[config.mk]
export PLATFORM = sky130hd
export DESIGN_NAME = spi_cmd_slave
export DESIGN_NICKNAME = d
export VERILOG_FILES = /design/src/rtl/spi_cmd_pkg.sv /design/src/rtl/spi_in_sync.sv /design/src/rtl/spi_byte_shifter.sv /design/src/rtl/spi_cmd_engine.sv /design/src/rtl/spi_rx_store.sv /design/src/rtl/spi_cmd_slave.sv
export SDC_FILE = /design/constraint.sdc
export NUM_CORES = 1
export LEC_CHECK = 0
export ABC_AREA = 1
export CAP_MARGIN = 20
export CORE_ASPECT_RATIO = 0.8
export CORE_MARGIN = 3
export CORE_UTILIZATION = 56
export CTS_BUF_LIST = sky130_fd_sc_hd__clkbuf_8
export DETAILED_ROUTE_END_ITERATION = 10
export PLACE_DENSITY = 0.72
export SYNTH_ARGS = -nofsm -noshare
export SYNTH_HDL_FRONTEND = slang
export SYNTH_SLANG_ARGS = --single-unit
[constraint.sdc]
create_clock -name clk -period 2.93 [get_ports clk]
set_clock_uncertainty 0.2 [all_clocks]
set_input_delay 0.293 -clock clk [delete_from_list [all_inputs] [get_ports clk]]
set_output_delay 0.293 -clock clk [all_outputs]
set_load 0.005 [all_outputs]
[src/rtl/spi_cmd_pkg.sv]
package spi_cmd_pkg;

  localparam int BYTE_W  = 8;
  localparam int IDX_W   = 3;
  localparam int BUF_W   = 2;
  localparam int NUM_BUF = 3;

  typedef enum logic [1:0] {
    ST_WAIT = 2'd0,
    ST_SEND = 2'd1,
    ST_RECV = 2'd2
  } eng_state_t;

  // byte count for each of the three command slots
  function automatic logic [IDX_W-1:0] cmd_len(input logic [1:0] slot);
    case (slot)
      2'd0:    cmd_len = IDX_W'(1);
      2'd1:    cmd_len = IDX_W'(2);
      default: cmd_len = IDX_W'(6);
    endcase
  endfunction

  // fixed response contents
  function automatic logic [BYTE_W-1:0] resp_byte(input logic [1:0] slot,
                                                  input logic [IDX_W-1:0] idx);
    logic [BYTE_W-1:0] v;
    v = 8'hFF;
    case (slot)
      2'd0: v = 8'd12;
      2'd1: v = (idx == 3'd0) ? 8'h15 : 8'h16;
      2'd2: begin
        case (idx)
          3'd0:    v = 8'h41;
          3'd1:    v = 8'h42;
          3'd2:    v = 8'h43;
          3'd3:    v = 8'h44;
          3'd4:    v = 8'h31;
          default: v = 8'h32;
        endcase
      end
      default: v = 8'hFF;
    endcase
    return v;
  endfunction

endpackage

[src/rtl/spi_in_sync.sv]
module spi_in_sync #(
  parameter int WIDTH = 3,
  parameter int STAGES = 2,
  parameter logic [WIDTH-1:0] RST_VAL = '0
) (
  input  logic             clk,
  input  logic             rst,
  input  logic [WIDTH-1:0] din,
  output logic [WIDTH-1:0] dout
);

  logic [WIDTH-1:0] stg [STAGES];

  always_ff @(posedge clk) begin
    if (rst) stg[0] <= RST_VAL;
    else     stg[0] <= din;
  end

  generate
    for (genvar s = 1; s < STAGES; s++) begin : g_stage
      always_ff @(posedge clk) begin
        if (rst) stg[s] <= RST_VAL;
        else     stg[s] <= stg[s-1];
      end
    end
  endgenerate

  assign dout = stg[STAGES-1];

endmodule

[src/rtl/spi_byte_shifter.sv]
module spi_byte_shifter
  import spi_cmd_pkg::*;
#(
  parameter int W = BYTE_W
) (
  input  logic         clk,
  input  logic         rst,
  input  logic         cs_act,
  input  logic         sclk_s,
  input  logic         mosi_s,
  input  logic         load_en,
  input  logic [W-1:0] load_data,
  output logic         byte_done,
  output logic [W-1:0] rx_byte,
  output logic         miso
);

  localparam int CNT_W = $clog2(W);

  logic [W-1:0]     rx_sh;
  logic [W-1:0]     tx_sh;
  logic [CNT_W-1:0] bit_cnt;
  logic             sclk_q;
  logic             sclk_rise;
  logic             sclk_fall;

  assign sclk_rise = sclk_s & ~sclk_q;
  assign sclk_fall = ~sclk_s & sclk_q;

  always_ff @(posedge clk) begin
    if (rst) begin
      sclk_q    <= 1'b1;
      rx_sh     <= '0;
      tx_sh     <= '1;
      bit_cnt   <= '0;
      byte_done <= 1'b0;
      rx_byte   <= '0;
      miso      <= 1'b1;
    end else begin
      sclk_q    <= sclk_s;
      byte_done <= 1'b0;
      if (!cs_act) begin
        bit_cnt <= '0;
        tx_sh   <= '1;
        miso    <= 1'b1;
      end else begin
        if (sclk_fall) begin
          miso  <= tx_sh[W-1];
          tx_sh <= {tx_sh[W-2:0], 1'b1};
        end
        if (sclk_rise) begin
          rx_sh <= {rx_sh[W-2:0], mosi_s};
          if (bit_cnt == CNT_W'(W-1)) begin
            bit_cnt   <= '0;
            byte_done <= 1'b1;
            rx_byte   <= {rx_sh[W-2:0], mosi_s};
          end else begin
            bit_cnt <= bit_cnt + CNT_W'(1);
          end
        end
        if (load_en) tx_sh <= load_data;
      end
    end
  end

  AST_MISO_IDLE: assert property (@(posedge clk) disable iff (rst) !cs_act |=> miso);
  AST_DONE_SPACED: assert property (@(posedge clk) disable iff (rst) byte_done |=> !byte_done);
  AST_DONE_ON_RISE: assert property (@(posedge clk) disable iff (rst) byte_done |-> $past(sclk_rise && cs_act));

endmodule

[src/rtl/spi_cmd_engine.sv]
module spi_cmd_engine
  import spi_cmd_pkg::*;
(
  input  logic              clk,
  input  logic              rst,
  input  logic              cs_act,
  input  logic              byte_done,
  input  logic [BYTE_W-1:0] rx_byte,
  output logic              tx_load,
  output logic [BYTE_W-1:0] tx_data,
  output logic              wr_en,
  output logic [BUF_W-1:0]  wr_buf,
  output logic [IDX_W-1:0]  wr_idx,
  output logic [BYTE_W-1:0] wr_data,
  output logic              commit,
  output logic [BUF_W-1:0]  commit_buf
);

  eng_state_t       state;
  logic [1:0]       slot;
  logic [IDX_W-1:0] remain;
  logic [IDX_W-1:0] idx;
  logic             cs_q;
  logic             cs_drop;
  logic [1:0]       rx_slot;

  assign cs_drop = cs_q & ~cs_act;
  assign rx_slot = 2'(rx_byte - 8'd3);

  always_ff @(posedge clk) begin
    if (rst) begin
      state      <= ST_WAIT;
      slot       <= '0;
      remain     <= '0;
      idx        <= '0;
      cs_q       <= 1'b0;
      tx_load    <= 1'b0;
      tx_data    <= '1;
      wr_en      <= 1'b0;
      wr_buf     <= '0;
      wr_idx     <= '0;
      wr_data    <= '0;
      commit     <= 1'b0;
      commit_buf <= '0;
    end else begin
      cs_q    <= cs_act;
      tx_load <= 1'b0;
      wr_en   <= 1'b0;
      commit  <= 1'b0;
      if (cs_drop) begin
        state <= ST_WAIT;
      end else if (byte_done) begin
        case (state)
          ST_WAIT: begin
            if (rx_byte < 8'd3) begin
              state   <= ST_SEND;
              slot    <= rx_byte[1:0];
              remain  <= cmd_len(rx_byte[1:0]);
              idx     <= IDX_W'(1);
              tx_load <= 1'b1;
              tx_data <= resp_byte(rx_byte[1:0], '0);
            end else if (rx_byte < 8'd6) begin
              state  <= ST_RECV;
              slot   <= rx_slot;
              remain <= cmd_len(rx_slot);
              idx    <= '0;
            end
          end
          ST_SEND: begin
            remain <= remain - IDX_W'(1);
            if (remain == IDX_W'(1)) begin
              state <= ST_WAIT;
            end else begin
              tx_load <= 1'b1;
              tx_data <= resp_byte(slot, idx);
              idx     <= idx + IDX_W'(1);
            end
          end
          ST_RECV: begin
            wr_en   <= 1'b1;
            wr_buf  <= BUF_W'(slot);
            wr_idx  <= idx;
            wr_data <= rx_byte;
            idx     <= idx + IDX_W'(1);
            remain  <= remain - IDX_W'(1);
            if (remain == IDX_W'(1)) begin
              commit     <= 1'b1;
              commit_buf <= BUF_W'(slot);
              state      <= ST_WAIT;
            end
          end
          default: state <= ST_WAIT;
        endcase
      end
    end
  end

  AST_CS_ABORT: assert property (@(posedge clk) disable iff (rst) cs_drop |=> state == ST_WAIT);
  AST_BAD_CMD: assert property (@(posedge clk) disable iff (rst) (state == ST_WAIT && byte_done && !cs_drop && rx_byte > 8'd5) |=> (state == ST_WAIT && !tx_load && !wr_en));
  AST_SEND_EXIT: assert property (@(posedge clk) disable iff (rst) (state == ST_SEND && byte_done && !cs_drop && remain == IDX_W'(1)) |=> state == ST_WAIT);

endmodule

[src/rtl/spi_rx_store.sv]
module spi_rx_store
  import spi_cmd_pkg::*;
#(
  parameter int W = BYTE_W,
  parameter int NBUF = NUM_BUF
) (
  input  logic             clk,
  input  logic             rst,
  input  logic             wr_en,
  input  logic [BUF_W-1:0] wr_buf,
  input  logic [IDX_W-1:0] wr_idx,
  input  logic [W-1:0]     wr_data,
  input  logic             commit,
  input  logic [BUF_W-1:0] commit_buf,
  input  logic [BUF_W-1:0] rd_buf,
  input  logic [IDX_W-1:0] rd_idx,
  output logic [W-1:0]     rd_data
);

  localparam int ADDR_W = BUF_W + 1 + IDX_W;
  localparam int DEPTH  = 1 << ADDR_W;
  localparam int NSEL   = 1 << BUF_W;

  logic [W-1:0]      mem [DEPTH];
  logic [NSEL-1:0]   act;
  logic [ADDR_W-1:0] wr_addr;
  logic [ADDR_W-1:0] rd_addr;

  // payload bytes land in the bank that is not visible
  assign wr_addr = {wr_buf, ~act[wr_buf], wr_idx};
  assign rd_addr = {rd_buf, act[rd_buf], rd_idx};

  always_ff @(posedge clk) begin
    if (wr_en) mem[wr_addr] <= wr_data;
    rd_data <= mem[rd_addr];
  end

  always_ff @(posedge clk) begin
    if (rst) act <= '0;
    else if (commit) act[commit_buf] <= ~act[commit_buf];
  end

  AST_WR_TARGET: assert property (@(posedge clk) disable iff (rst) wr_en |-> (32'(wr_buf) < NBUF));

endmodule

[src/rtl/spi_cmd_slave.sv]
module spi_cmd_slave
  import spi_cmd_pkg::*;
#(
  parameter int SYNC_STAGES = 2
) (
  input  logic              clk,
  input  logic              rst,
  input  logic              spi_sclk,
  input  logic              spi_cs_n,
  input  logic              spi_mosi,
  output logic              spi_miso,
  input  logic [BUF_W-1:0]  rd_buf,
  input  logic [IDX_W-1:0]  rd_idx,
  output logic [BYTE_W-1:0] rd_data
);

  logic [2:0]        pins_s;
  logic              sclk_s;
  logic              cs_act;
  logic              mosi_s;
  logic              byte_done;
  logic [BYTE_W-1:0] rx_byte;
  logic              tx_load;
  logic [BYTE_W-1:0] tx_data;
  logic              wr_en;
  logic [BUF_W-1:0]  wr_buf;
  logic [IDX_W-1:0]  wr_idx;
  logic [BYTE_W-1:0] wr_data;
  logic              commit;
  logic [BUF_W-1:0]  commit_buf;

  spi_in_sync #(
    .WIDTH   (3),
    .STAGES  (SYNC_STAGES),
    .RST_VAL (3'b110)
  ) u_sync (
    .clk  (clk),
    .rst  (rst),
    .din  ({spi_sclk, spi_cs_n, spi_mosi}),
    .dout (pins_s)
  );

  assign sclk_s = pins_s[2];
  assign cs_act = ~pins_s[1];
  assign mosi_s = pins_s[0];

  spi_byte_shifter #(.W(BYTE_W)) u_shift (
    .clk       (clk),
    .rst       (rst),
    .cs_act    (cs_act),
    .sclk_s    (sclk_s),
    .mosi_s    (mosi_s),
    .load_en   (tx_load),
    .load_data (tx_data),
    .byte_done (byte_done),
    .rx_byte   (rx_byte),
    .miso      (spi_miso)
  );

  spi_cmd_engine u_eng (
    .clk        (clk),
    .rst        (rst),
    .cs_act     (cs_act),
    .byte_done  (byte_done),
    .rx_byte    (rx_byte),
    .tx_load    (tx_load),
    .tx_data    (tx_data),
    .wr_en      (wr_en),
    .wr_buf     (wr_buf),
    .wr_idx     (wr_idx),
    .wr_data    (wr_data),
    .commit     (commit),
    .commit_buf (commit_buf)
  );

  spi_rx_store #(.W(BYTE_W), .NBUF(NUM_BUF)) u_store (
    .clk        (clk),
    .rst        (rst),
    .wr_en      (wr_en),
    .wr_buf     (wr_buf),
    .wr_idx     (wr_idx),
    .wr_data    (wr_data),
    .commit     (commit),
    .commit_buf (commit_buf),
    .rd_buf     (rd_buf),
    .rd_idx     (rd_idx),
    .rd_data    (rd_data)
  );

endmodule

======== Yosys cells after proc, flatten, opt, wreduce, memory -nomap -nowiden ========
Memory sizes are Yosys's and may differ from the RTL's. A register that Yosys moved wholly into a read port is not among the register bits.
Index checks and enable logic that the tools add are counted.
word-level totals
  bits in registers ....................... 70
  bits in writable memories ............... 518
  word-level logic and storage cells ...... 137
  bits of input ports ..................... 10
  memories ................................ 2
  output and inout port bits .............. 9
cells by class
  reductions and logical operators ........ 26
  mux-type cells .......................... 47
  order comparisons ....................... 6
  bitwise logic cells ..................... 14
  add/sub/neg operators ................... 4
  equal/unequal tests ..................... 17
memory list
  name         depth  width  rd ports  clocked after Yosys merged registers in  write ports  line                source
  u_store.mem  64     8      1         1                                        1            spi_rx_store.sv:24  logic [W-1:0] mem [DEPTH];
  u_sync.stg   2      3      2         0                                        2            spi_in_sync.sv:12   logic [WIDTH-1:0] stg [STAGES];
operators by type and width
  kind                                                                           number
  8-bit one-hot mux with 3 select lines                                          2
  7-bit one-hot mux with 5 select lines                                          1
  8-bit 2-to-1 mux                                                               4
  3-bit 2-to-1 mux                                                               8
  3-bit one-hot mux with 2 select lines                                          3
  8-bit one-hot mux with 2 select lines                                          1
  1-bit 2-to-1 mux                                                               14
  2-bit 2-to-1 mux                                                               6
  4-bit AND reduction                                                            3
  5-bit AND reduction                                                            2
  2-bit by 3-bit less-than comparator with 1-bit output (second input constant)  3
  1-bit inverter                                                                 9
  3-bit one-hot mux with 3 select lines                                          1
  3-bit AND reduction                                                            3
  2-bit by 1-bit equality test with 1-bit output (second input constant)         4
  2-bit zero test                                                                4
  8-bit by 2-bit less-than comparator with 1-bit output (second input constant)  1
  8-bit by 3-bit less-than comparator with 1-bit output (second input constant)  1
  2-bit nonzero test                                                             4
  3-bit by 1-bit adder with 3-bit output (second input constant)                 2
  1-bit binary-select mux with 2-bit select                                      3
  2-bit equality test (second input constant)                                    3
  3-bit by 1-bit equality test with 1-bit output (second input constant)         2
  3-bit by 2-bit equality test with 1-bit output (second input constant)         2
  other kinds (20)                                                               28

======== Logic depth before layout (Yosys ltp) ========
  depth in word-level cells ............... 6
  depth in mapped cells ................... 12

======== Hierarchy ========
Synthesis repeated with hierarchy kept, for this count alone.
second synthesis, totals
  cell total of the unflattened synthesis .. 2,314
  area, all modules ....................... 24,927.7 um2
modules (own cells, without submodules)
  module            cells each  area each (um2)  instances
  spi_rx_store      1,857       21,448.1         1
  spi_cmd_engine    297         2,177.1          1
  spi_byte_shifter  140         1,129.8          1
  spi_in_sync       19          168.9            1
  spi_cmd_slave     1           3.8              1

======== Worst setup path after synthesis ========
OpenSTA, ideal clock, no wires.
  kind .................................... register to register
  from .................................... register u_eng.state[1]
  to ...................................... register u_eng.tx_data[4]
  buffers on the path ..................... 0
  clock period less this slack ............ 1.728 ns
  required time ........................... 2.611 ns
  setup time .............................. 0.119 ns
  stages on the path, launching flop included .. 9
  setup slack ............................. 1.202 ns
  arrival ................................. 1.409 ns
  cell sequence ........................... dfxtp_1 -> inv_1 -> ha_1 -> inv_1 -> or2_2 -> inv_1 -> o21ai_0 -> o21ai_0 -> nand2_1
on the way
  word-level cells in the longest chain between the ends .. 3
RTL lines
  element                                                                            line                  source
  from (decl)                                                                        spi_cmd_engine.sv:19  eng_state_t state;
  from (signal assigned)                                                             spi_cmd_engine.sv:32  state <= ST_WAIT;
  from (signal assigned)                                                             spi_cmd_engine.sv:51  state <= ST_WAIT;
  from (signal assigned)                                                             spi_cmd_engine.sv:56  state <= ST_SEND;
  2-bit by 1-bit equality test with 1-bit output or 2-bit zero test (tied branches)  spi_cmd_engine.sv:53  case (state)
  2-bit inequality test (no source line), or another cell as far along               -
  5-bit AND reduction (no source line)                                               -
  to (signal assigned)                                                               spi_cmd_engine.sv:61  tx_data <= resp_byte(rx_byte[1:0], '0);
  to (signal assigned)                                                               spi_cmd_engine.sv:75  tx_data <= resp_byte(slot, idx);
  to (decl)                                                                          spi_cmd_engine.sv:10  output logic [BYTE_W-1:0] tx_data,
Parallel ways exist; a longest one is shown, timed or not.
A chain may end at the register's enable or synchronous reset.

======== Worst setup path in the final report ========
  from .................................... register u_eng.wr_en
  to ...................................... memory u_store.mem[8][5] (netlist bit) (enable)
on the way
  word-level cells in the longest chain between the ends .. 2
RTL lines
  element                                 line                  source
  from (decl)                             spi_cmd_engine.sv:11  output logic wr_en,
  from (signal assigned)                  spi_cmd_engine.sv:39  wr_en <= 1'b0;
  from (signal assigned)                  spi_cmd_engine.sv:48  wr_en <= 1'b0;
  from (signal assigned)                  spi_cmd_engine.sv:80  wr_en <= 1'b1;
  1-bit 2-to-1 mux                        spi_rx_store.sv:34    if (wr_en) mem[wr_addr] <= wr_data;
  1-bit 2-to-1 mux (not written as such)  spi_rx_store.sv:34
  to (decl)                               spi_rx_store.sv:24
No other way between the ends.

==> run_results.csv <==
group,metric,value,unit
run_status,status,"finished, final reports clean",
timing,worst_pin_slew,1.07,ns
global_routing,met3_usage,5.94,%
setup_path,path_delay_family,"simple AND/OR/NAND/NOR gates",
timing,drv_slew,0,
global_routing,grt.met2_usage,39.6,%
die,dieArea,0.0466,mm2
synthesis,synth_edf_count,512,
pwr,p_sw_share,22.7,%
pwr,leakage,10.8,nW
setup_path,r2r-start,"u_eng.wr_en$_SDFF_PP0_",
clock_tree,clk_root_buffer_cell,"clkbuf_8",
synthesis,syn-instance-count,2247,
synthesis,synth.top_cell.area_share,62.4,%
min_path,min_path_cells,8,
clock_tree,cts_tree,"yes",
synthesis,yosys-top-cells-area,"edfxtp_1, nand2_1, nand3_1",
timing,max_clock_freq,409,MHz
setup_path,crit_slowest_cell,"nor2_1",
setup_path,cp_common_cell,"nor2_1",
die,core_area,0.0433,mm2
die,die_x,241,um
routing,drc,0,
clock_tree,post_cts_buffers,0,
setup_path,reg2reg_to,"u_store.mem[8][5]$_DFFE_PP_",
synthesis,syn_area_per_cell,11.0,um2
routing,postRouteAntennaNets,0,
setup_path,rrSetupSlack,0.48,ns
routing,drt_iter0_drc,1926,
synthesis,yosysWarnings,0,
min_path,min_path_type,"in2reg",
placed_design,port_buffers,18,
clock_tree,htree_levels,3,
cells_and_area,fillers,3393,
global_routing,grt_busiest_layer,"met2",
clock_tree,cts_sinks,596,
setup_path,path_buf_inv,1,
setup_path,cp_max_fo,8,
die,initial_core_util,56.9,%
global_routing,track_usage,26.0,%
clock_tree,cts-buffers-inserted,91,
pwr,power,16.0,mW
min_path,hold_start,"rd_idx[2]",
setup_path,startpoint,"u_eng.wr_en$_SDFF_PP0_",
cells_and_area,final_layout_size_suffix_gt1_share,9.24,%
setup_path,worstPathRequired,3.02,ns
placed_design,dp_hpwl,35900,um
global_routing,met1_usage,38.0,%
placed_design,gp_congestion,0.885,
pwr,ir_drop,0.464,mV
timing,relSlewSlack,28.5,%
timing,setup_viol,0,
synthesis,synth_flop_cell,"edfxtp_1",
timing,rsz0062_at_grt,"no",
pwr,pwr-share-clk,38.5,%
clock_tree,cts_hold_buffers,3,
synthesis,ys_ff_latch,596,
routing,wl_per_cell,20.2,um
synthesis,async_flop_share,0,%
timing,hold_viol,0,
synthesis,yosysTopAreaCell,"edfxtp_1",
setup_path,reg2reg_depth,4,
pwr,comb_power_share,4.4,%
die,dieHeight,194,um
global_routing,grt_pass1_vias,16400,
die,row_count,68,
setup_path,cp_cell_sequence,"inv_1 -> nor2_1 -> nand2_1 -> nor2_1",
global_routing,antenna_found_initial,0,
pwr,intPower,12.3,mW
clock_tree,clockBufferDepth,3,
global_routing,grt_pass1_wl,93000,um
clock_tree,clk_latency,0.68,ns
synthesis,yosysMostFrequentCell,"nand2_1",
min_path,hold_end,"u_store.rd_data[6]$_DFF_P_",
global_routing,grt_max_degree,129,
timing,finalCriticalPeriod,2.45,ns
setup_path,arrival,2.54,ns
flow_run,maxCapViolCount,0,
die,ioPinCount,19,
timing,fin_crit_sh,83.5,%
routing,dr_total_vias,16900,
routing,via_per_inst,5.75,
setup_path,max_stage_delay,0.85,ns
synthesis,synthTopCellsByCount,"nand2_1, edfxtp_1, nand3_1",
synthesis,synth_fp_nets,2281,
setup_path,cp-start-kind,"register",
cells_and_area,areaGrowthSynthToFinish,10.2,%
timing,fin_tns_setup,0,ns
clock_tree,cts_resized,0,
routing,wl,59500,um
synthesis,synth.distinct_cells,39,
pwr,seq_power_share,57.1,%
global_routing,grt_overflow,0,
routing,drt_pass1_iterations,5,
synthesis,synth_area,0.0246,mm2
setup_path,worstSetupEndpointType,"register",
pwr,p_per_area,588,mW/mm2
cells_and_area,num_antenna_cells,0,
clock_tree,clk_pin_slew,0.06,ns
cells_and_area,nets,2351,
setup_path,crit_type,"reg2reg",
pwr,p_switching,3.62,mW
synthesis,synth_seq_area_share,69.2,%
[registers in the layout (all words and copies together), names as in the netlist, 3 cells and up]
register         cells
u_eng.wr_data        8
u_store.mem        512
u_sync.stg           6
u_shift.rx_sh        7
u_store.rd_data      8
u_shift.tx_sh        8
u_eng.idx            3
u_eng.wr_idx         3
u_store.act          4
u_shift.rx_byte      8
u_shift.bit_cnt      3
u_eng.tx_data        8
u_eng.remain         3
[final cells by class]
class | instances | area [um2] | area share [%]
Timing Repair Buffer | 101 | 967 | 3.56
Sequential cell | 596 | 17100 | 62.9
Tap cell | 560 | 701 | 2.58
Clock buffer | 97 | 1340 | 4.92
Clock inverter | 60 | 254 | 0.935
Inverter | 67 | 259 | 0.954
Multi-Input combinational cell | 1460 | 6570 | 24.2
[placed cells by master, fill, tap and decap left out, types with 2 or more instances in the layout]
| master | count |
|---|---|
| nor2_2 | 3 |
| a211oi_1 | 2 |
| o311ai_1 | 3 |
| dfxtp_1 | 76 |
| nor3_1 | 4 |
| o211ai_1 | 2 |
| clkbuf_8 | 97 |
| clkinv_2 | 3 |
| nor2_4 | 3 |
| clkinv_1 | 17 |
| nor2_1 | 131 |
| dfxtp_2 | 8 |
| a21oi_1 | 47 |
| a31oi_1 | 4 |
| inv_2 | 7 |
| inv_1 | 92 |
| buf_12 | 13 |
| nand3_1 | 448 |
| clkinvlp_4 | 4 |
| nand2_1 | 717 |
| clkdlybuf4s50_1 | 15 |
| inv_6 | 3 |
| dlygate4sd3_1 | 3 |
| o311ai_0 | 4 |
| or2_2 | 5 |
| edfxtp_1 | 512 |
| ha_1 | 24 |
| a221oi_1 | 4 |
| buf_4 | 68 |
| o21ai_0 | 47 |
[power by group through the flow]
stage	sequential, mW	clock, mW	combinational, mW
finish	9.11	6.15	0.701
global placement	9.29	0	0.684
global route	9.11	6.62	0.764
CTS	9.11	6.26	0.698
detailed placement	9.29	0	0.692
floorplan	9.28	0	0.487
[worst reg2reg max path, stage by stage (launching register included)]
cell     delay, ns
dfxtp_1       0.32
inv_1         0.04
nor2_1        0.20
nand2_1       0.43
nor2_1        0.86
[worst max-delay path by stage]
stage | endpoint | slack [ns] | cells past startpoint
after floorplan | u_eng.tx_data[4]$_SDFFE_PP1P_ | 1.20 | 8
after global placement | u_store.rd_data[1]$_DFF_P_ | 0.43 | 8
after detailed placement | u_store.rd_data[7]$_DFF_P_ | 0.34 | 8
after CTS | u_store.mem[16][4]$_DFFE_PP_ | 0.56 | 4
after global routing | u_store.mem[8][7]$_DFFE_PP_ | 0.44 | 4
final | u_store.mem[8][5]$_DFFE_PP_ | 0.48 | 4
[kinds of logic after synthesis]
| family | Yosys count | share of synthesized area, % |
|---|---|---|
| simple gates | 1315 | 22.6 |
| buf+inv | 191 | 4.14 |
| xor+xnor | 2 | 0.0711 |
| compound gates | 119 | 2.78 |
| fa+ha+maj | 24 | 1.22 |
| flops | 596 | 69.2 |
[per-layer routing]
layer | wire length, um | up-vias
li1 | - | 7921
met1 | 25400 | 8135
met2 | 27100 | 752
met3 | 5730 | 99
met4 | 1180 | 0
met5 | 0 | -
[metrics by stage]
step | hold WS, ns | std cells | worst slack [ns] | utilization, % | cell area (um2)
floorplan | 0.188 | 2247 | 1.20 | - | 24600
global placement | 0.193 | 2781 | 0.429 | 59.0 | 25500
detailed placement | 0.194 | 2781 | 0.338 | 59.0 | 25500
CTS | 0.115 | 2941 | 0.555 | 62.7 | 27200
global route | 0.165 | 2941 | 0.438 | 62.7 | 27200
finish | 0.146 | 2941 | 0.483 | 62.7 | 27200
Note: power is estimated with default switching activity, not from simulation.
